### src/rtl/btseq_pkg.sv
package btseq_pkg;
  typedef enum logic [1:0] {
    ST_OFF  = 2'd0,
    ST_REC  = 2'd1,
    ST_WAIT = 2'd2,
    ST_TEST = 2'd3
  } btseq_state_e;
endpackage

### src/rtl/btseq_timer.sv
module btseq_timer #(
  parameter int unsigned CW = 8
) (
  input  logic          clk,
  input  logic          rst,
  input  logic          load,
  input  logic [CW-1:0] load_val,
  output logic          zero
);
  logic [CW-1:0] cnt_q;

  always_ff @(posedge clk) begin
    if (rst) begin
      cnt_q <= '0;
    end else if (load) begin
      cnt_q <= load_val;
    end else if (cnt_q != '0) begin
      cnt_q <= cnt_q - 1'b1;
    end
  end

  assign zero = (cnt_q == '0);
endmodule

### src/rtl/btseq_ctrl.sv
module btseq_ctrl
  import btseq_pkg::*;
#(
  parameter int unsigned REC_TICKS    = 1000,
  parameter int unsigned PERIOD_TICKS = 50000,
  parameter int unsigned WIN_TICKS    = 100,
  parameter int unsigned CW           = 16
) (
  input  logic          clk,
  input  logic          rst,
  input  logic          pwr_good,
  input  logic          tmr_zero,
  output logic          tmr_load,
  output logic [CW-1:0] tmr_val,
  output logic          load_en,
  output logic          in_test,
  output logic          win_end,
  output logic          pu_test
);
  localparam logic [CW-1:0] REC_LD  = CW'(REC_TICKS - 1);
  localparam logic [CW-1:0] PER_LD  = CW'(PERIOD_TICKS - 1);
  localparam logic [CW-1:0] WIN_LD  = CW'(WIN_TICKS - 1);

  btseq_state_e st_q, st_d;

  always_comb begin
    st_d = st_q;
    unique case (st_q)
      ST_OFF:  st_d = ST_REC;
      ST_REC:  if (tmr_zero) st_d = ST_TEST;
      ST_TEST: if (tmr_zero) st_d = ST_WAIT;
      ST_WAIT: if (tmr_zero) st_d = ST_TEST;
      default: st_d = ST_OFF;
    endcase
    if (!pwr_good) st_d = ST_OFF;
  end

  always_comb begin
    tmr_load = (st_d != st_q) && (st_d != ST_OFF);
    unique case (st_d)
      ST_REC:  tmr_val = REC_LD;
      ST_WAIT: tmr_val = PER_LD;
      ST_TEST: tmr_val = WIN_LD;
      default: tmr_val = '0;
    endcase
  end

  assign in_test = (st_q == ST_TEST);
  assign win_end = in_test && tmr_zero && pwr_good;

  always_ff @(posedge clk) begin
    if (rst) begin
      st_q    <= ST_OFF;
      load_en <= 1'b0;
      pu_test <= 1'b1;
    end else begin
      st_q    <= st_d;
      load_en <= (st_d == ST_TEST);
      if (st_q == ST_OFF && pwr_good) pu_test <= 1'b1;
      else if (win_end)               pu_test <= 1'b0;
    end
  end

  // a test only begins when a recovery or interval count runs out
  p_load_start_r2: assert property (@(posedge clk) disable iff (rst)
    $rose(load_en) |-> ($past(tmr_zero) &&
      ($past(st_q) == ST_REC || $past(st_q) == ST_WAIT)));
endmodule

### src/rtl/btseq_verdict.sv
module btseq_verdict (
  input  logic clk,
  input  logic rst,
  input  logic pwr_good,
  input  logic in_test,
  input  logic win_end,
  input  logic pu_test,
  input  logic batt_low,
  output logic warn_n
);
  logic acc_q;
  logic fail_now;

  assign fail_now = acc_q | batt_low;

  always_ff @(posedge clk) begin
    if (rst) begin
      acc_q  <= 1'b0;
      warn_n <= 1'b1;
    end else begin
      if (in_test && pwr_good && !win_end) acc_q <= fail_now;
      else                                 acc_q <= 1'b0;
      if (win_end) begin
        if (fail_now)     warn_n <= 1'b0;
        else if (pu_test) warn_n <= 1'b1;
      end
    end
  end

  // the warning is released only at the close of a power-up test
  p_warn_clear_r8: assert property (@(posedge clk) disable iff (rst)
    $rose(warn_n) |-> ($past(pu_test) && $past(in_test)));
endmodule

### src/rtl/batt_test_seq.sv
module batt_test_seq #(
  parameter int unsigned REC_TICKS    = 1000,
  parameter int unsigned PERIOD_TICKS = 50000,
  parameter int unsigned WIN_TICKS    = 100
) (
  input  logic clk,
  input  logic rst,
  input  logic pwr_good,
  input  logic batt_low,
  output logic load_en,
  output logic warn_n
);
  localparam int unsigned MAX_RW = (REC_TICKS > WIN_TICKS) ? REC_TICKS : WIN_TICKS;
  localparam int unsigned MAX_T  = (MAX_RW > PERIOD_TICKS) ? MAX_RW : PERIOD_TICKS;
  localparam int unsigned CW     = $clog2(MAX_T + 1);

  logic          tmr_load;
  logic [CW-1:0] tmr_val;
  logic          tmr_zero;
  logic          in_test;
  logic          win_end;
  logic          pu_test;

  btseq_timer #(.CW(CW)) u_timer (
    .clk      (clk),
    .rst      (rst),
    .load     (tmr_load),
    .load_val (tmr_val),
    .zero     (tmr_zero)
  );

  btseq_ctrl #(
    .REC_TICKS    (REC_TICKS),
    .PERIOD_TICKS (PERIOD_TICKS),
    .WIN_TICKS    (WIN_TICKS),
    .CW           (CW)
  ) u_ctrl (
    .clk      (clk),
    .rst      (rst),
    .pwr_good (pwr_good),
    .tmr_zero (tmr_zero),
    .tmr_load (tmr_load),
    .tmr_val  (tmr_val),
    .load_en  (load_en),
    .in_test  (in_test),
    .win_end  (win_end),
    .pu_test  (pu_test)
  );

  btseq_verdict u_verdict (
    .clk      (clk),
    .rst      (rst),
    .pwr_good (pwr_good),
    .in_test  (in_test),
    .win_end  (win_end),
    .pu_test  (pu_test),
    .batt_low (batt_low),
    .warn_n   (warn_n)
  );

  // supply loss releases the load on the next edge
  p_unpowered_noload_r9: assert property (@(posedge clk) disable iff (rst)
    !pwr_good |=> !load_en);

  // no verdict change unless a window was open on the previous cycle
  p_warn_hold_r6: assert property (@(posedge clk) disable iff (rst)
    !$past(load_en) |-> $stable(warn_n));

  // a warning only appears as a window closes
  p_warn_set_r5: assert property (@(posedge clk) disable iff (rst)
    $fell(warn_n) |-> ($past(load_en) && !load_en));
endmodule

### config.mk
export PLATFORM = sky130hd
export DESIGN_NAME = batt_test_seq
export DESIGN_NICKNAME = d
export VERILOG_FILES = /design/src/rtl/btseq_pkg.sv /design/src/rtl/btseq_timer.sv /design/src/rtl/btseq_ctrl.sv /design/src/rtl/btseq_verdict.sv /design/src/rtl/batt_test_seq.sv
export SDC_FILE = /design/constraint.sdc
export NUM_CORES = 1
export LEC_CHECK = 0
export BUFFER_PORTS_ARGS = -buffer_cell sky130_fd_sc_hd__buf_2
export CAP_MARGIN = 0
export CELL_PAD_IN_SITES_DETAIL_PLACEMENT = 2
export CELL_PAD_IN_SITES_GLOBAL_PLACEMENT = 2
export CORE_MARGIN = 2
export CORE_UTILIZATION = 39
export CTS_BUF_LIST = sky130_fd_sc_hd__clkbuf_8
export DETAILED_ROUTE_END_ITERATION = 8
export PLACE_DENSITY = 0.85
export SLEW_MARGIN = 20
export SYNTH_ARGS = -nofsm -noshare
export SYNTH_HDL_FRONTEND = slang
export SYNTH_HIERARCHICAL = 1
export SYNTH_SLANG_ARGS = --single-unit
### constraint.sdc
create_clock -name clk -period 4.7 [get_ports clk]
set_input_delay 0.94 -clock clk [delete_from_list [all_inputs] [get_ports clk]]
set_output_delay 0.94 -clock clk [all_outputs]
set_load 0.02 [all_outputs]
# Word-level counts from Yosys, hierarchy flattened

Cells that the tools add are included.

Register bits after elaboration: 22
Input bits: 4
Output and inout port bits: 2
Word-level logic and storage cells: 42

Add/sub/neg operators: 1
Equal/unequal tests: 7
Muxes and demuxes: 9
Bitwise operators: 2
Reductions and logical operators: 17

Operators with widths:

| cell                  | number |
|---|---|
| $pmux 16 s3           | 1 |
| $mux 16               | 2 |
| $logic_not 16->1      | 1 |
| $reduce_bool 16->1    | 1 |
| $sub 16x1->16 const B | 1 |
| $eq 2x2->1 const B    | 4 |
| $logic_and 1x1->1     | 6 |
| $mux 2                | 3 |
| $pmux 2 s3            | 1 |
| $reduce_bool 2->1     | 3 |
| $reduce_or 2->1       | 3 |
| $eq 2x1->1 const B    | 2 |
| $logic_not 2->1       | 1 |
| $mux 1                | 2 |
| $ne 2x2->1            | 1 |
| $reduce_and 2->1      | 1 |
| $logic_not 1->1       | 1 |
| $not 1->1             | 1 |
| $or 1x1->1            | 1 |

# Longest topological paths before layout

Gate-level depths: netlist of run 1.

Depth in word-level cells: 7
Mapped depth: 15
Depth with buffers taken out: 14

# Hierarchy

Netlist of run 1, hierarchy kept.

By module, submodules not included:

| module        | times used | cells each | area each (um^2) | sequential area each (um^2) |
|---|---|---|---|---|
| btseq_timer   | 1          | 116        | 964.7            | 320.3 |
| btseq_ctrl    | 1          | 50         | 409.1            | 80.1 |
| btseq_verdict | 1          | 8          | 73.8             | 40.0 |

# Least setup slack after synthesis of run 1

OpenSTA, ideal clock, no wires.

Kind: register to register
Start point: reg u_timer.cnt_q[0]
End point: reg u_timer.cnt_q[15]
Setup time: 59 ps
Arrival time: 3643 ps
Data required time: 4641 ps
Setup slack: 998 ps
Stages on the path, launching flop included: 15
Path buffers: 1
Period minus slack after synthesis: 3702 ps
Path through: dfxtp_1 -> inv_1 -> ha_1 -> or3b_2 -> or4_4 -> nor2_1 -> o22a_1 -> o21ai_1 -> ha_1 -> a31oi_1 -> nor2b_1 -> clkbuf_1 -> a21oi_1 -> a31oi_1 -> and3_1

Cells in the longest elaborated chain, start to end: 7
Elaborated cells between the ends (all ways): 17
Classes of those cells: add/sub: 1; eq/ne: 4; mux: 7; reduce/logical: 5

Ends and longest elaborated chain:

| what                                            | RTL line                                             | source |
|---|---|---|
| start: declaration                              | btseq_timer.sv:10                                    | `logic [CW-1:0] cnt_q;` |
| start signal: assignment                        | btseq_timer.sv:16                                    | `cnt_q <= load_val;` |
| start signal: assignment                        | btseq_timer.sv:18                                    | `cnt_q <= cnt_q - 1'b1;` |
| $logic_not 16->1 *                              | btseq_timer.sv:22                                    | `assign zero = (cnt_q == '0);` |
| via tmr_zero                                    | batt_test_seq.sv:19                                  | `logic tmr_zero;` |
| $mux 2, on equally long branches                | btseq_ctrl.sv:30, btseq_ctrl.sv:32, btseq_ctrl.sv:31 |  |
| $pmux 2 s3 *                                    | btseq_ctrl.sv:28                                     | `unique case (st_q)` |
| $mux 2 *                                        | btseq_ctrl.sv:35                                     | `if (!pwr_good) st_d = ST_OFF;` |
| $ne 2x2->1 or $reduce_bool 2->1 (tied branches) | btseq_ctrl.sv:39                                     | `tmr_load = (st_d != st_q) && (st_d != ST_OFF);` |
| $logic_and 1x1->1 *                             | btseq_ctrl.sv:39                                     |  |
| via tmr_load                                    | batt_test_seq.sv:17                                  | `logic tmr_load;` |
| $mux 16 or $reduce_bool 2->1 (tied branches)    | -                                                    |  |

Mark *: on every way through the listed nets, which the timed path passes. The rest lies on a longest branch. The select of a mux whose other input is x is not followed.
A chain may end at the register's enable or synchronous reset.

# Final worst setup path of run 1

Start point: reg u_timer.cnt_q[0]
End point: reg u_timer.cnt_q[13]

Same word-level chain as after synthesis.

==> flow_metrics.py, run 1 <==
metrics = {
    "outcome": {
        "outcome": "completed",
    },
    "grt": {
        "grt_max_degree": 18,
        "grt_overflow_total": 0,
        "antenna_found_initial": 0,
        "first_global_vias": 1348,
        "grt_pass1_wl_mm": 6.47,
        "grt_usage_pct": 19.9,
    },
    "clock_tree": {
        "post-cts-setup-buffer-count": 0,
        "cts.clk_slew.worst_paths_ps": 80,
        "cts_buffers": 3,
        "clock_insertion_delay_worst_skew_ps": 260,
        "cts_tree": "done",
        "cts-root-buf": "clkbuf_8",
        "cts-resized-gates": 0,
        "cts_max_level": 1,
        "hold_buffers": 0,
        "max-clock-path-buffers": 2,
        "clock-sinks": 22,
    },
    "sta": {
        "tns_ps": 0,
        "max_freq_mhz": 239,
        "slew-limit-headroom_pct": 30.8,
        "timing.final.crit_share_pct": 89.2,
        "skew_ps": 3.16,
        "worstMarginPinSlew_ps": 1030,
        "holdWs_ps": 475,
        "hold_violations": 0,
        "min_period_ps": 4190,
        "rsz0062_at_grt": "false",
        "setup_violations": 0,
        "slew_violations": 0,
    },
    "synth": {
        "synth_area_leaders": "dfxtp_1 (30%), ha_1 (7.8%), buf_4 (6.2%), xnor2_1 (4.8%), nand2_1 (4.7%)",
        "avgSynthCellArea_um2": 8.32,
        "synthTopCellsByCount": "dfxtp_1 (22), nand2_1 (18), buf_4 (12)",
        "ys_warn_count": 6,
        "synth_seq_cells": 22,
        "synth_cell_types": 46,
        "synth_edf_count": 0,
        "ys.flop_type": "dfxtp_1",
        "ys_seq_area_share_pct": 30.4,
        "synth_top_area_share_pct": 30.4,
        "synth.most_common_cell": "dfxtp_1",
        "syn_inst": 174,
        "syn_area_um2": 1450,
        "synth_top_area_cell": "dfxtp_1",
        "async_flop_share_pct": 0,
    },
    "finish": {
        "drive_gt1_share_pct": 12.2,
        "area_growth_syn_to_layout_pct": 3.63,
        "fin_nets": 186,
        "insertedDiodeCount": 0,
        "final_core_util_pct": 41.6,
    },
    "drt": {
        "vias_per_cell": 5.61,
        "routedWlPerCell_um": 17.4,
        "wl_mm": 3.83,
        "initialDrtViolationCount": 30,
        "vias": 1235,
        "ant_nets": 0,
        "drc": 0,
        "dr.pass1.iters": 4,
    },
    "die": {
        "rows": 22,
        "die_area_um2": 4220,
        "die_height_um": 64.9,
        "die_w_um": 64.9,
        "io_pins": 6,
        "core_area_um2": 3610,
        "start_util_pct": 40.1,
    },
    "power": {
        "power.leakage_nw": 0.589,
        "p_per_area_nw_per_um2": 676,
        "ir_drop_mv": 0.125,
    },
    "critical_path": {
        "crit_slowest_cell": "or4_4",
        "required_ps": 4880,
        "slowest_delay_ps": 600,
        "path_max_fanout": 9,
        "criticalPathCategory": "register to register",
        "crit_path_start_kind": "register",
        "crit_chain": "inv_1 > ha_1 > or3b_2 > or4_4 > nor2_1 > nor2b_1 > o22a_1 > o21ai_1 > ha_1 > a31oi_1 > buf_4 > nor2_1 > a21oi_1 > a31o_2 > nor3_1",
        "crit_arrival_ps": 4370,
        "worstSetupEndpointType": "register",
    },
    "min_path": {
        "worstHoldPathType": "register to register",
    },
    "placement": {
        "dp_hpwl_mm": 2.80,
        "gp_congestion": 0.872,
        "io_buffers": 5,
    },
    "job": {
        "cap_violations": 0,
    },
}
report_power, final:
part / switching (mW) / internal, mW
logic: 0.315 / 0.233
clock network: 0.0615 / 0.0746
registers: 0.0823 / 0.248
total: 0.458 / 0.555
kinds of logic after synthesis:
group / Yosys count / synth area share, %
AO/OA/AOI/OAI: 45 / 20.6
XOR/XNOR: 9 / 5.45
adder cells (fa/ha/maj): 9 / 7.78
buffers and inverters: 27 / 10.7
flip-flops: 22 / 30.4
other: 1 / 0.259
AND/OR/NAND/NOR: 61 / 24.8
cells in the final DEF (no fill, tap or decap), types with 3 or more instances in the layout:
cell type / netlist / routed
inv_1: 9 / 9
o21ai_1: 5 / 5
xnor2_1: 8 / 8
nor3_1: 7 / 7
a21o_1: 3 / 3
buf_2: 1 / 5
nor4_1: 3 / 3
dfxtp_1: 22 / 22
nor2_1: 9 / 9
nand2_1: 18 / 18
o31ai_1: 3 / 3
ha_1: 9 / 9
nand3_1: 3 / 3
nor2b_1: 4 / 4
a21oi_1: 9 / 9
o21ai_0: 9 / 9
clkbuf_8: 0 / 4
conb_1: 1 / 5
sequential cells by signal, summed over array words and instances, names as in the netlist:
name / cells
u_timer/cnt_q: 16
u_ctrl/st_q: 2
u_ctrl/load_en: 1
u_ctrl/pu_test: 1
u_verdict/acc_q: 1
u_verdict/warn_n: 1
critical path: cells and delay by family (launching register included):
| kind | cells | cell delay (ps) |
|---|---|---|
| compound gates | 5 | 930 |
| buf+inv | 2 | 350 |
| flops | 1 | 350 |
| fa+ha+maj | 2 | 410 |
| simple gates | 6 | 2060 |
layout make-up:
type	instances	area, um2
Fill cell	424	2110
Multi-Input combinational cell	129	867
Sequential cell	22	440
Tap cell	48	60.1
Clock buffer	4	55.1
Timing Repair Buffer	7	40.0
Inverter	10	37.5
layer usage:
layer | track usage (%) | part of all wire (%)
met5 | 0 | 0
met4 | 7.18 | 1.6
met3 | 2.26 | 2.0
met2 | 36.2 | 52
met1 | 24.0 | 44
per-stage QoR:
step	setup WS (ps)	total power [mW]	std cells	instance area [um2]
6_report	509	1.01	220	1500
3_3_place_gp	832	0.846	216	1450
3_5_place_dp	568	0.875	216	1450
4_1_cts	477	1.03	220	1500
5_1_grt	88.5	1.11	220	1500
2_1_floorplan	998	0.775	178	1460
path summary, 6_finish.rpt:
path | start | to | slack [ps] | cells after the start
worst min register to register | u_ctrl/pu_test | u_ctrl/pu_test | 480 | 2
worst max-delay path | u_timer/cnt_q[0] | u_timer/cnt_q[13] | 510 | 15
worst max register to register | u_timer/cnt_q[0] | u_timer/cnt_q[13] | 510 | 15
worst min-delay path | u_ctrl/pu_test | u_ctrl/pu_test | 480 | 2
No activity file was read; power rests on OpenSTA's default activity.
==> inputs of run 2 (changes only) <==
Settings changed: CORE_UTILIZATION 39 to 40, SYNTH_HIERARCHICAL 1 to default.
==> run 2 against run 1 <==
Net effect:
- sequential power hardly changed
- critical path depth is 6 lower
- synthesized area fell by 5.5%
- count of clock-buffer cells in the layout unchanged
- largest power group unchanged
- clock power up 4%
- maximum frequency up 20%
- non-clock buffer count is 1 lower
- power grew 0.79%
==> flow_metrics.py, run 2 <==
metrics = {
    "outcome": {
        "outcome": "completed",
    },
    "synth": {
        "synth_cell_types": 42,
        "async_flop_share_pct": 0,
        "avgSynthCellArea_um2": 9.12,
        "synth_xor_area_share_pct": 7.69,
        "synthTopCellsByCount": "dfxtp_1 (22), nor2_1 (14), nor3_1 (10), xnor2_1 (10)",
        "syn_inst": 150,
        "synth_edf_count": 0,
        "synth_top_area_share_pct": 32.2,
        "synth_area_leaders": "dfxtp_1 (32%), ha_1 (8.2%), mux2i_1 (6.6%), xnor2_1 (6.4%), nor2_1 (3.8%)",
        "synthAdderAreaFrac_pct": 8.23,
        "synth_compound_gate_area_share_pct": 11.6,
        "synth_top_family_by_area": "simple AND/OR/NAND/NOR gates",
        "ys_seq_area_share_pct": 32.2,
        "synthMuxAreaShare_pct": 9.06,
        "ys_warn_count": 0,
        "synth.most_common_cell": "dfxtp_1",
        "ys.flop_type": "dfxtp_1",
        "synth-simple-area-share_pct": 25.8,
        "syn_area_um2": 1370,
        "synth_seq_cells": 22,
        "synth_top_area_cell": "dfxtp_1",
        "synth_nets": 163,
    },
    "critical_path": {
        "crit_arrival_ps": 3650,
        "path_common_cell": "ha_1",
        "crit_chain": "inv_1 > ha_1 > nor3b_1 > and4_1 > o21ai_0 > a211o_1 > ha_1 > a31oi_4 > mux2_2",
        "crit_path_start_kind": "register",
        "slowest_delay_ps": 550,
        "required_ps": 4860,
        "r2r_cells": 9,
        "rrSetupSlack_ps": 1210,
        "path_max_fanout": 16,
        "path_delay_family": "compound AO/OA/AOI/OAI gates",
        "criticalPathCategory": "register to register",
        "reg2reg_from": "u_timer.cnt_q[0]",
        "worstReg2RegEnd": "u_timer.cnt_q[5]",
        "worstSetupEndpointType": "register",
        "worst-path-buf-inv": 1,
        "crit_slowest_cell": "a31oi_4",
    },
    "placement": {
        "gp_congestion": 0.838,
        "io_buffers": 5,
        "dp_hpwl_mm": 2.62,
        "dpl.cell_count": 195,
        "place_area_um2": 1420,
        "dp_slack_ps": 1350,
    },
    "clock_tree": {
        "clock-sinks": 22,
        "cts-root-buf": "clkbuf_8",
        "max-clock-path-buffers": 2,
        "cts_max_level": 1,
        "cts_tree": "done",
        "cts.clk_slew.worst_paths_ps": 90,
        "clock_insertion_delay_worst_skew_ps": 270,
        "cts-resized-gates": 0,
        "hold_buffers": 0,
        "post-cts-setup-buffer-count": 0,
        "cts_buffers": 3,
    },
    "finish": {
        "multi_input_area_um2": 853,
        "fill_cells": 375,
        "layout_common_cells": "dfxtp_1 (22), nor2_1 (14), nor3_1 (10), xnor2_1 (10)",
        "regMostFlops": "u_timer.cnt_q",
        "reg_top3": "u_timer.cnt_q (16), u_ctrl.st_q (2)",
        "fin_nets": 167,
        "largest_reg_flops": 16,
        "seq_area_um2": 440,
        "design_area_um2": 1470,
        "layout_commonest_cell": "dfxtp_1",
        "drive_gt1_share_pct": 11.8,
        "instances_no_fill": 199,
        "insertedDiodeCount": 0,
        "area_growth_syn_to_layout_pct": 7.69,
    },
    "drt": {
        "drc": 0,
        "wl_mm": 3.61,
        "vias": 1101,
        "initialDrtViolationCount": 28,
        "dr.pass1.iters": 4,
        "vias_per_cell": 5.53,
        "ant_nets": 0,
        "routedWlPerCell_um": 18.1,
    },
    "sta": {
        "hold_violations": 0,
        "timing.final.crit_share_pct": 74.2,
        "tns_ps": 0,
        "min_period_ps": 3490,
        "setup_violations": 0,
        "slew_violations": 0,
        "slew-limit-headroom_pct": 56.0,
        "max_freq_mhz": 287,
        "skew_ps": 5.87,
        "rsz0062_at_grt": "false",
        "worstMarginPinSlew_ps": 660,
        "fin_ws_ps": 1210,
    },
    "min_path": {
        "holdPathEnd": "u_ctrl.pu_test",
        "min_delay_path_depth": 1,
        "worstHoldPathType": "register to register",
        "worstHoldStart": "u_ctrl.pu_test",
    },
    "grt": {
        "grt_pass1_wl_mm": 6.30,
        "grt_max_degree": 22,
        "grt-busiest-layer": "met2",
        "grtUsageMet3_pct": 2.88,
        "grt_overflow_total": 0,
        "grt_usage_pct": 20.4,
        "first_global_vias": 1229,
        "grt.met1_usage_pct": 25.6,
        "grtUsageMet2_pct": 36.7,
        "antenna_found_initial": 0,
    },
    "power": {
        "finalPower_mw": 1.02,
        "p_per_area_nw_per_um2": 694,
        "power.leakage_nw": 0.570,
        "ir_drop_mv": 0.271,
    },
    "die": {
        "die_w_um": 62.5,
        "die_area_um2": 3900,
        "start_util_pct": 41.3,
        "die_height_um": 62.5,
        "rows": 21,
        "io_pins": 6,
        "core_area_um2": 3310,
    },
    "job": {
        "cap_violations": 0,
    },
}
run 2: cell count changes after synthesis, moves of 3 or more:
cell	previous run	this run
a21oi_1	9	1
mux2i_1	0	9
nor3_1	7	10
o21ai_0	9	4
nand2_1	18	9
nor2_1	9	14
nand2b_1	0	3
nor2b_1	4	1
buf_4	12	1
mux2_2	0	3
o21ai_1	5	0
run 2: worst max path at each step:
| stage | start | to | depth (start not counted) |
|---|---|---|---|
| 6_report | u_timer.cnt_q[0] | u_timer.cnt_q[5] | 9 |
| 5_1_grt | u_timer.cnt_q[0] | u_timer.cnt_q[5] | 9 |
| 3_5_place_dp | u_timer.cnt_q[0] | u_timer.cnt_q[5] | 9 |
| 3_3_place_gp | u_timer.cnt_q[0] | u_timer.cnt_q[0] | 9 |
| 4_1_cts | u_timer.cnt_q[0] | u_timer.cnt_q[5] | 9 |
| 2_1_floorplan | u_timer.cnt_q[0] | u_timer.cnt_q[0] | 10 |
run 2: power breakdown:
part	total (mW)	internal, mW	switching (mW)
sequential	0.330	0.247	0.0833
clock	0.142	0.0748	0.0677
combinational	0.549	0.241	0.308
run 2: layout make-up:
cell class / count / area share [%]
well taps: 46 / 3.91
multi-input cells: 112 / 57.9
repair buffers: 6 / 2.21
inverters: 9 / 2.29
flip-flops and latches: 22 / 29.9
clock buffers: 4 / 3.74
run 2: stage by stage:
step	hold slack, ps	utilization, %
global placement	476	42.8
finish	500	44.5
CTS	506	44.5
global route	549	44.5
floorplan	456	-
detailed placement	483	42.8
run 2: cells by family after synthesis:
| group | after synthesis |
|---|---|
| buffers and inverters | 16 |
| DFF | 22 |
| and+or+nand+nor | 59 |
| xor gates and xnor gates | 12 |
| AOI/OAI and AO/OA | 20 |
| muxes | 12 |
| adders and majority gates | 9 |
run 2: per-layer routing:
| metal | part of all wire (%) | up-vias |
|---|---|---|
| met1 | 48 | 551 |
| li1 | - | 543 |
| met4 | 0.64 | 0 |
| met2 | 50 | 5 |
| met5 | 0 | - |
| met3 | 1.3 | 2 |
